`src/rtl/sample_clock_gen.sv`:
```
module sample_clock_gen #(
  parameter int NSIG  = 4,
  parameter int NDET  = 4,
  parameter int NGRP  = 2,
  parameter int NTERM = 2,
  parameter int NQ    = 4,
  parameter int DW    = 8,
  localparam int SELW = (NSIG > 1) ? $clog2(NSIG) : 1
) (
  input  logic                  clk,
  input  logic                  rst,
  input  logic [NSIG-1:0]       sig_in,
  input  logic [DW-1:0]         data_in,
  input  logic [NQ-1:0]         qual_in,
  input  logic [NDET*SELW-1:0]  cfg_det_src,
  input  logic [NDET-1:0]       cfg_det_rise,
  input  logic [NDET-1:0]       cfg_det_fall,
  input  logic [SELW-1:0]       cfg_strb_sel,
  input  logic [NGRP*NDET-1:0]  cfg_grp_mask,
  input  logic [NTERM*NGRP-1:0] cfg_term_grp,
  input  logic [NTERM*NQ-1:0]   cfg_term_care,
  input  logic [NTERM*NQ-1:0]   cfg_term_val,
  output logic                  sample_valid,
  output logic [DW-1:0]         sample_data
);

  logic [NDET*SELW-1:0]  src_q;
  logic [NDET-1:0]       rise_q, fall_q;
  logic [SELW-1:0]       strb_q;
  logic [NGRP*NDET-1:0]  gmask_q;
  logic [NTERM*NGRP-1:0] tgrp_q;
  logic [NTERM*NQ-1:0]   tcare_q, tval_q;

  always_ff @(posedge clk) begin
    if (rst) begin
      src_q   <= cfg_det_src;
      rise_q  <= cfg_det_rise;
      fall_q  <= cfg_det_fall;
      strb_q  <= cfg_strb_sel;
      gmask_q <= cfg_grp_mask;
      tgrp_q  <= cfg_term_grp;
      tcare_q <= cfg_term_care;
      tval_q  <= cfg_term_val;
    end
  end

  logic [NSIG-1:0] s1, s2, sp;
  logic [DW-1:0]   d1, d2;

  always_ff @(posedge clk) begin
    s1 <= sig_in;
    s2 <= s1;
    sp <= s2;
    d1 <= data_in;
    d2 <= d1;
  end

  wire [NSIG-1:0] sig_rise = s2 & ~sp;
  wire [NSIG-1:0] sig_fall = ~s2 & sp;

  logic [NDET-1:0] det_hit;

  always_comb begin
    for (int d = 0; d < NDET; d++) begin
      logic [SELW-1:0] src;
      src = src_q[d*SELW +: SELW];
      det_hit[d] = (rise_q[d] & sig_rise[src]) | (fall_q[d] & sig_fall[src]);
    end
  end

  logic [NGRP*NDET-1:0] seen, acc;
  logic [NGRP-1:0]      grp_evt;

  always_comb begin
    for (int g = 0; g < NGRP; g++) begin
      logic [NDET-1:0] gm;
      gm = gmask_q[g*NDET +: NDET];
      acc[g*NDET +: NDET] = seen[g*NDET +: NDET] | (det_hit & gm);
      grp_evt[g] = (|gm) && (acc[g*NDET +: NDET] == gm);
    end
  end

  always_ff @(posedge clk) begin
    for (int g = 0; g < NGRP; g++) begin
      if (rst || grp_evt[g]) seen[g*NDET +: NDET] <= '0;
      else                   seen[g*NDET +: NDET] <= acc[g*NDET +: NDET];
    end
  end

  logic fire;

  always_comb begin
    fire = 1'b0;
    for (int t = 0; t < NTERM; t++) begin
      logic [NGRP-1:0] tg;
      tg = tgrp_q[t*NGRP +: NGRP];
      if ((|tg) && ((grp_evt & tg) == tg) &&
          (((qual_in ^ tval_q[t*NQ +: NQ]) & tcare_q[t*NQ +: NQ]) == '0))
        fire = 1'b1;
    end
  end

  logic [DW-1:0] cap;
  wire           strb_rise = sig_rise[strb_q];
  wire [DW-1:0]  cur_word  = strb_rise ? d2 : cap;

  always_ff @(posedge clk) begin
    if (rst) begin
      cap          <= '0;
      sample_valid <= 1'b0;
      sample_data  <= '0;
    end else begin
      if (strb_rise) cap <= d2;
      sample_valid <= fire;
      if (fire) sample_data <= cur_word;
    end
  end

endmodule


```
`config.mk`:
```
export PLATFORM = sky130hd
export DESIGN_NAME = sample_clock_gen
export DESIGN_NICKNAME = d
export VERILOG_FILES = /design/src/rtl/sample_clock_gen.sv
export SDC_FILE = /design/constraint.sdc
export NUM_CORES = 1
export LEC_CHECK = 0
export BUFFER_PORTS_ARGS = -buffer_cell sky130_fd_sc_hd__buf_2
export CAP_MARGIN = 20
export CORE_MARGIN = 1.5
export CORE_UTILIZATION = 48
export CTS_CLUSTER_DIAMETER = 120
export DETAILED_ROUTE_END_ITERATION = 10
export HOLD_SLACK_MARGIN = 0.03
export PLACE_DENSITY_LB_ADDON = 0.15
export SLEW_MARGIN = 10
export SYNTH_ARGS = -nofsm -noshare
export SYNTH_HDL_FRONTEND = slang
export SYNTH_SLANG_ARGS = --single-unit
```
`constraint.sdc`:
```
create_clock -name clk -period 2.1 [get_ports clk]
set_input_delay 0.21 -clock clk [delete_from_list [all_inputs] [get_ports clk]]
set_output_delay 0.21 -clock clk [all_outputs]
set_load 0.05 [all_outputs]
```
# Word level (Yosys, flattened, before mapping)
# Cells that the tools add are included.
[op_classes] order_cmp=5 bitwise=26 reduce_logical=14 mux=21 n_eq_ne=4
[ops] cell="bitwise AND 4 bit" count=6
[ops] cell="binary-select mux 1 bit (select 2 bit)" count=9
[ops] cell="< comparator 2 x 3 -> 1 bit (second input constant)" count=5
[ops] cell="2-to-1 mux 1 bit" count=11
[ops] cell="bitwise AND 1 bit" count=8
[ops] cell="== test 4 bit" count=2
[ops] cell="logical NOT 4 bit" count=2
[ops] cell="2-to-1 mux 8 bit" count=1
[ops] cell="NOT 4 bit" count=2
[ops] cell="bitwise OR 4 bit" count=2
[ops] cell="OR reduction 4 bit" count=2
[ops] cell="bitwise XOR 4 bit" count=2
[ops] cell="logical AND 1 bit" count=6
[ops] cell="bitwise AND 2 bit" count=2
[ops] cell="== test 2 bit" count=2
[ops] cell="bitwise OR 1 bit" count=4
[ops] cell="OR reduction 2 bit" count=2
[ops] cell="logical OR 1 bit" count=2
[word_totals] ff_bits=99 in_bits=64 output_inout_bits=9 elab_cells=88

# Longest topological paths before layout
[depth] ltp_word=16 mapped_depth=7 ltp_nobuf=7

# Worst setup path before layout
# OpenSTA, ideal clock, no wires.
[synth_timing] kind="flip-flop to flip-flop" startpoint="register s2[3]" endpoint="register sample_data[0]" setup_ns=0.121 t_arrival_ns=2.107 synth_period_minus_slack_ns=2.229 path_stages_with_launch=8 slack_ns=-0.129 required_ns=1.979 n_path_buf=0 path_cell_list="dfxtp_1 > and2b_1 > mux4_2 > a22o_1 > or3b_1 > nand4b_2 > a32oi_4 > mux2_4"
[synth_between] elab_chain_cells=16 word_cells_on_any_way=52 classes_between="4 x eq/ne; 21 x mux; 21 x bitwise; 6 x reduce/logical"
[synth_lines] item="from (decl)" line="47" text="logic [NSIG-1:0] s1, s2, sp;"
[synth_lines] item="from (signal assigned)" line="52" text="s2 <= s1;"
[synth_lines] item="NOT 4 bit" line="59" text="wire [NSIG-1:0] sig_fall = ~s2 & sp;"
[synth_lines] item="bitwise AND 4 bit" line="59"
[synth_lines] item="binary-select mux 1 bit (select 2 bit)" line="67" text="det_hit[d] = (rise_q[d] & sig_rise[src]) | (fall_q[d] & sig_fall[src]);"
[synth_lines] item="2-to-1 mux 1 bit (implied by the code)" line="67"
[synth_lines] item="bitwise AND 1 bit" line="67"
[synth_lines] item="bitwise OR 1 bit" line="67"
[synth_lines] item="bitwise AND 4 bit" line="78" text="acc[g*NDET +: NDET] = seen[g*NDET +: NDET] | (det_hit & gm);"
[synth_lines] item="bitwise OR 4 bit" line="78"
[synth_lines] item="== test 4 bit" line="79" text="grp_evt[g] = (|gm) && (acc[g*NDET +: NDET] == gm);"
[synth_lines] item="logical AND 1 bit" line="79"
[synth_lines] item="bitwise AND 2 bit" line="97" text="if ((|tg) && ((grp_evt & tg) == tg) &&"
[synth_lines] item="== test 2 bit" line="97"
[synth_lines] item="logical AND 1 bit (2 in a row)" line="97"
[synth_lines] item="2-to-1 mux 1 bit (2 in a row)" line="97"
[synth_lines] item="to (signal assigned)" line="115" text="if (fire) sample_data <= cur_word;"
[synth_lines] item="to (decl)" line="24" text="output logic [DW-1:0] sample_data"
# Several ways; a longest one is shown, not always the timed one. The select of a mux whose other input is x is not followed.
# A chain may end at the register's enable or synchronous reset.

# Worst setup path in the final report
[layout_timing] startpoint="register s2[0]" endpoint="register sample_data[4]"
# Same word-level chain as after synthesis.

==> results.py <==
metrics = {
    "status": {
        "outcome": "finished with violations",
        "violations": "negative setup slack",
    },
    "global_route": {
        "grt_pass1_vias": 2267,
        "grt-ovfl-total": 0,
        "antenna_found_initial": 0,
        "grt_pass1_wl_microns": 10500,
        "track_usage_pct": 18.3,
        "grt_max_degree": 66,
    },
    "sta": {
        "report.final.setup_viol": 12,
        "worst_pin_slew_ns": 0.347,
        "finalCritPeriodShare_pct": 115,
        "finClkSkew_ns": 0.0120,
        "slew_violations": 0,
        "fin_crit_ns": 2.42,
        "fmax_mhz": 413,
        "finalWorstSetupSlack_ns": -0.323,
        "timing.setup.tns_ns": -2.72,
        "timing.hold.ws_ns": 0.330,
        "rsz0062_at_grt": "true",
        "slew_headroom_pct": 76.9,
        "final_hold_viol_count": 0,
    },
    "power": {
        "leakagePower_nw": 2.01,
        "p_total_mw": 3.84,
        "ir_worst_vdd_uv": 495,
        "power_density_mw_per_mm2": 790,
    },
    "floorplan": {
        "dieArea_sq_mm": 0.00781,
        "ios": 73,
        "dieHeight_microns": 88.4,
        "core.rowCount": 30,
        "core-area_sq_mm": 0.00691,
        "initial_core_util_pct": 50.7,
        "fp.dieW_microns": 88.4,
    },
    "route": {
        "drtAntennaViolNets": 0,
        "wirelength_microns": 6760,
        "wl_per_cell_microns": 14.1,
        "first_pass_iters": 4,
        "drtIter0Drc": 147,
        "vias": 2247,
        "drc": 0,
        "drt-vias-per-instance": 4.70,
    },
    "layout": {
        "layout-drive-gt1-share_pct": 33.8,
        "fin_nets": 441,
        "syn2layout_area_growth_pct": 39.0,
        "final-seq-area_sq_mm": 0.00244,
        "fillers": 518,
        "multi_input_area_sq_mm": 0.00106,
        "num_antenna_cells": 0,
    },
    "setup_path": {
        "rr_startpoint": "s2[0]",
        "path_max_fanout": 9,
        "setup.worst_path.class": "flip-flop to flip-flop",
        "end_kind": "flip-flop",
        "rrSetupSlack_ns": -0.32,
        "r2r_cells": 8,
        "cp.arrival_ns": 2.67,
        "startpoint": "s2[0]",
        "start_kind": "flip-flop",
        "crit_required_ns": 2.35,
    },
    "synth": {
        "synth.area.top_cells": "edfxtp_1, dfxtp_1, mux4_2, mux2_4, nor2b_1",
        "yosys.area.top_type": "edfxtp_1",
        "avgSynthCellArea_sq_um": 15.3,
        "ys_seq_area_share_pct": 69.8,
        "synth_warnings": 0,
        "postSynthRegisterBits": 99,
        "synthDistinctLibCells": 35,
        "syn_inst": 228,
        "synth_area_sq_mm": 0.00350,
        "synth_nets": 292,
        "yosysTopAreaCellShare_pct": 39.5,
    },
    "clock_tree": {
        "htree_levels": 3,
        "clock_sinks": 99,
        "cts-root-buf": "clkbuf_8",
        "cts_tree": "built",
        "cts_buffers": 9,
        "clk_latency_ns": 0.35,
        "cts_buffer_depth": 2,
        "clkTransAtPathRegs_ns": 0.10,
    },
    "place": {
        "gp_congestion": 0.783,
        "port_buffers": 72,
        "dp_hpwl_microns": 4280,
    },
    "hold_path": {
        "min_path_cells": 0,
        "holdCritStartpoint": "s1[3]",
        "hp-class": "flip-flop to flip-flop",
    },
    "flow_run": {
        "max_cap_viol_count": 0,
    },
}
final timing paths:
kind                                  endpoint
worst max-delay path            sample_data[4]
worst min-delay path                     s2[3]
worst max register to register  sample_data[4]
worst min register to register           s2[3]
sequential cells by signal, summed over array words and instances, names as in the netlist:
name,count
sample_data,8
s1,4
fall_q,4
d1,8
gmask_q,8
sample_valid,1
d2,8
src_q,8
sp,4
strb_q,2
seen,8
tcare_q,8
tgrp_q,4
rise_q,4
tval_q,8
s2,4
cap,8
stage by stage:
stage | utilization [%] | instances | setup WS (ns) | cell area, sq um
3_3_place_gp | 59.0 | 403 | -0.305 | 4070
3_5_place_dp | 59.0 | 403 | -0.382 | 4070
4_1_cts | 70.1 | 477 | -0.299 | 4840
6_report | 70.4 | 478 | -0.323 | 4860
5_1_grt | 70.4 | 478 | -0.376 | 4860
2_1_floorplan | - | 228 | -0.121 | 3520
worst max-delay path, cell delays in order, from the launching register on:
cell     delay, ns
dfxtp_1       0.34
nor2b_2       0.18
mux4_2        0.47
a22o_1        0.26
o311a_1       0.37
nand3_2       0.12
a32oi_4       0.11
buf_12        0.17
mux2_4        0.29
power by group:
part	switching, mW	internal (mW)	total [mW]
Sequential	0.0701	2.16	2.23
Clock	0.668	0.452	1.12
Combinational	0.212	0.282	0.494
Total	0.950	2.89	3.84
synthesized netlist by cell type:
cell	count
edfxtp_1	46
nor2_1	17
a32oi_4	1
nand2_1	4
a21o_1	2
mux4_2	8
o21ai_0	1
buf_1	1
nand4b_1	2
nand3_2	1
mux2_4	8
nand4b_2	1
o21ai_2	1
a221o_1	1
mux2_2	1
nand2b_1	1
nand3_1	3
a221oi_2	1
dfxtp_1	53
o22ai_1	2
a22oi_1	7
a22o_1	4
or3b_1	1
nor3_1	3
or2_2	1
clkbuf_1	1
xor2_1	8
inv_1	6
o311a_1	1
and2_1	2
mux2i_1	9
and2b_1	1
nor2b_1	18
a31oi_1	2
a21oi_1	9
cells in the final DEF, fill, tap and decap left out, types with 6 or more instances in the layout:
master         synthesis  final
inv_1                  6      6
dfxtp_1               53     52
a21oi_1                9      9
edfxtp_1              46     46
mux2i_1                9      9
dlygate4sd3_1          0     58
nor2_1                17     17
nor2b_1               18     12
a22oi_1                7      7
mux2_4                 8      8
xor2_1                 8      8
clkbuf_8               0      9
buf_2                  0     72
mux4_2                 8      8
buf_4                  0      8
cell type report:
cell class,instances,share of cell area (%)
Sequential cell,99,50.2
Multi-Input combinational cell,121,21.7
Timing Repair Buffer,140,21.4
Clock buffer,9,2.55
Tap cell,96,2.47
Clock inverter,7,1.13
Inverter,6,0.463
routing by layer:
metal,wire length [microns],global-route usage (%)
met1,3030,24.0
met2,3400,29.8
met3,224,4.29
met4,100,6.96
met5,0,0
cells by family after synthesis:
group / share of synthesized area (%)
xor+xnor: 2.00
compound gates: 7.12
simple gates: 8.73
mux: 11.5
flops: 69.8
buf+inv: 0.858
what timing repair did:
item / in CTS / in global routing
setup buffers: 1 / 0
resized for setup: 0 / 3
endpoints found under the setup margin: 10 / 16
pin swaps: 1 / 1
hold buffers: 57 / 1
endpoints found under the hold margin: 57 / 1
Note: power is estimated with default switching activity, not from simulation.
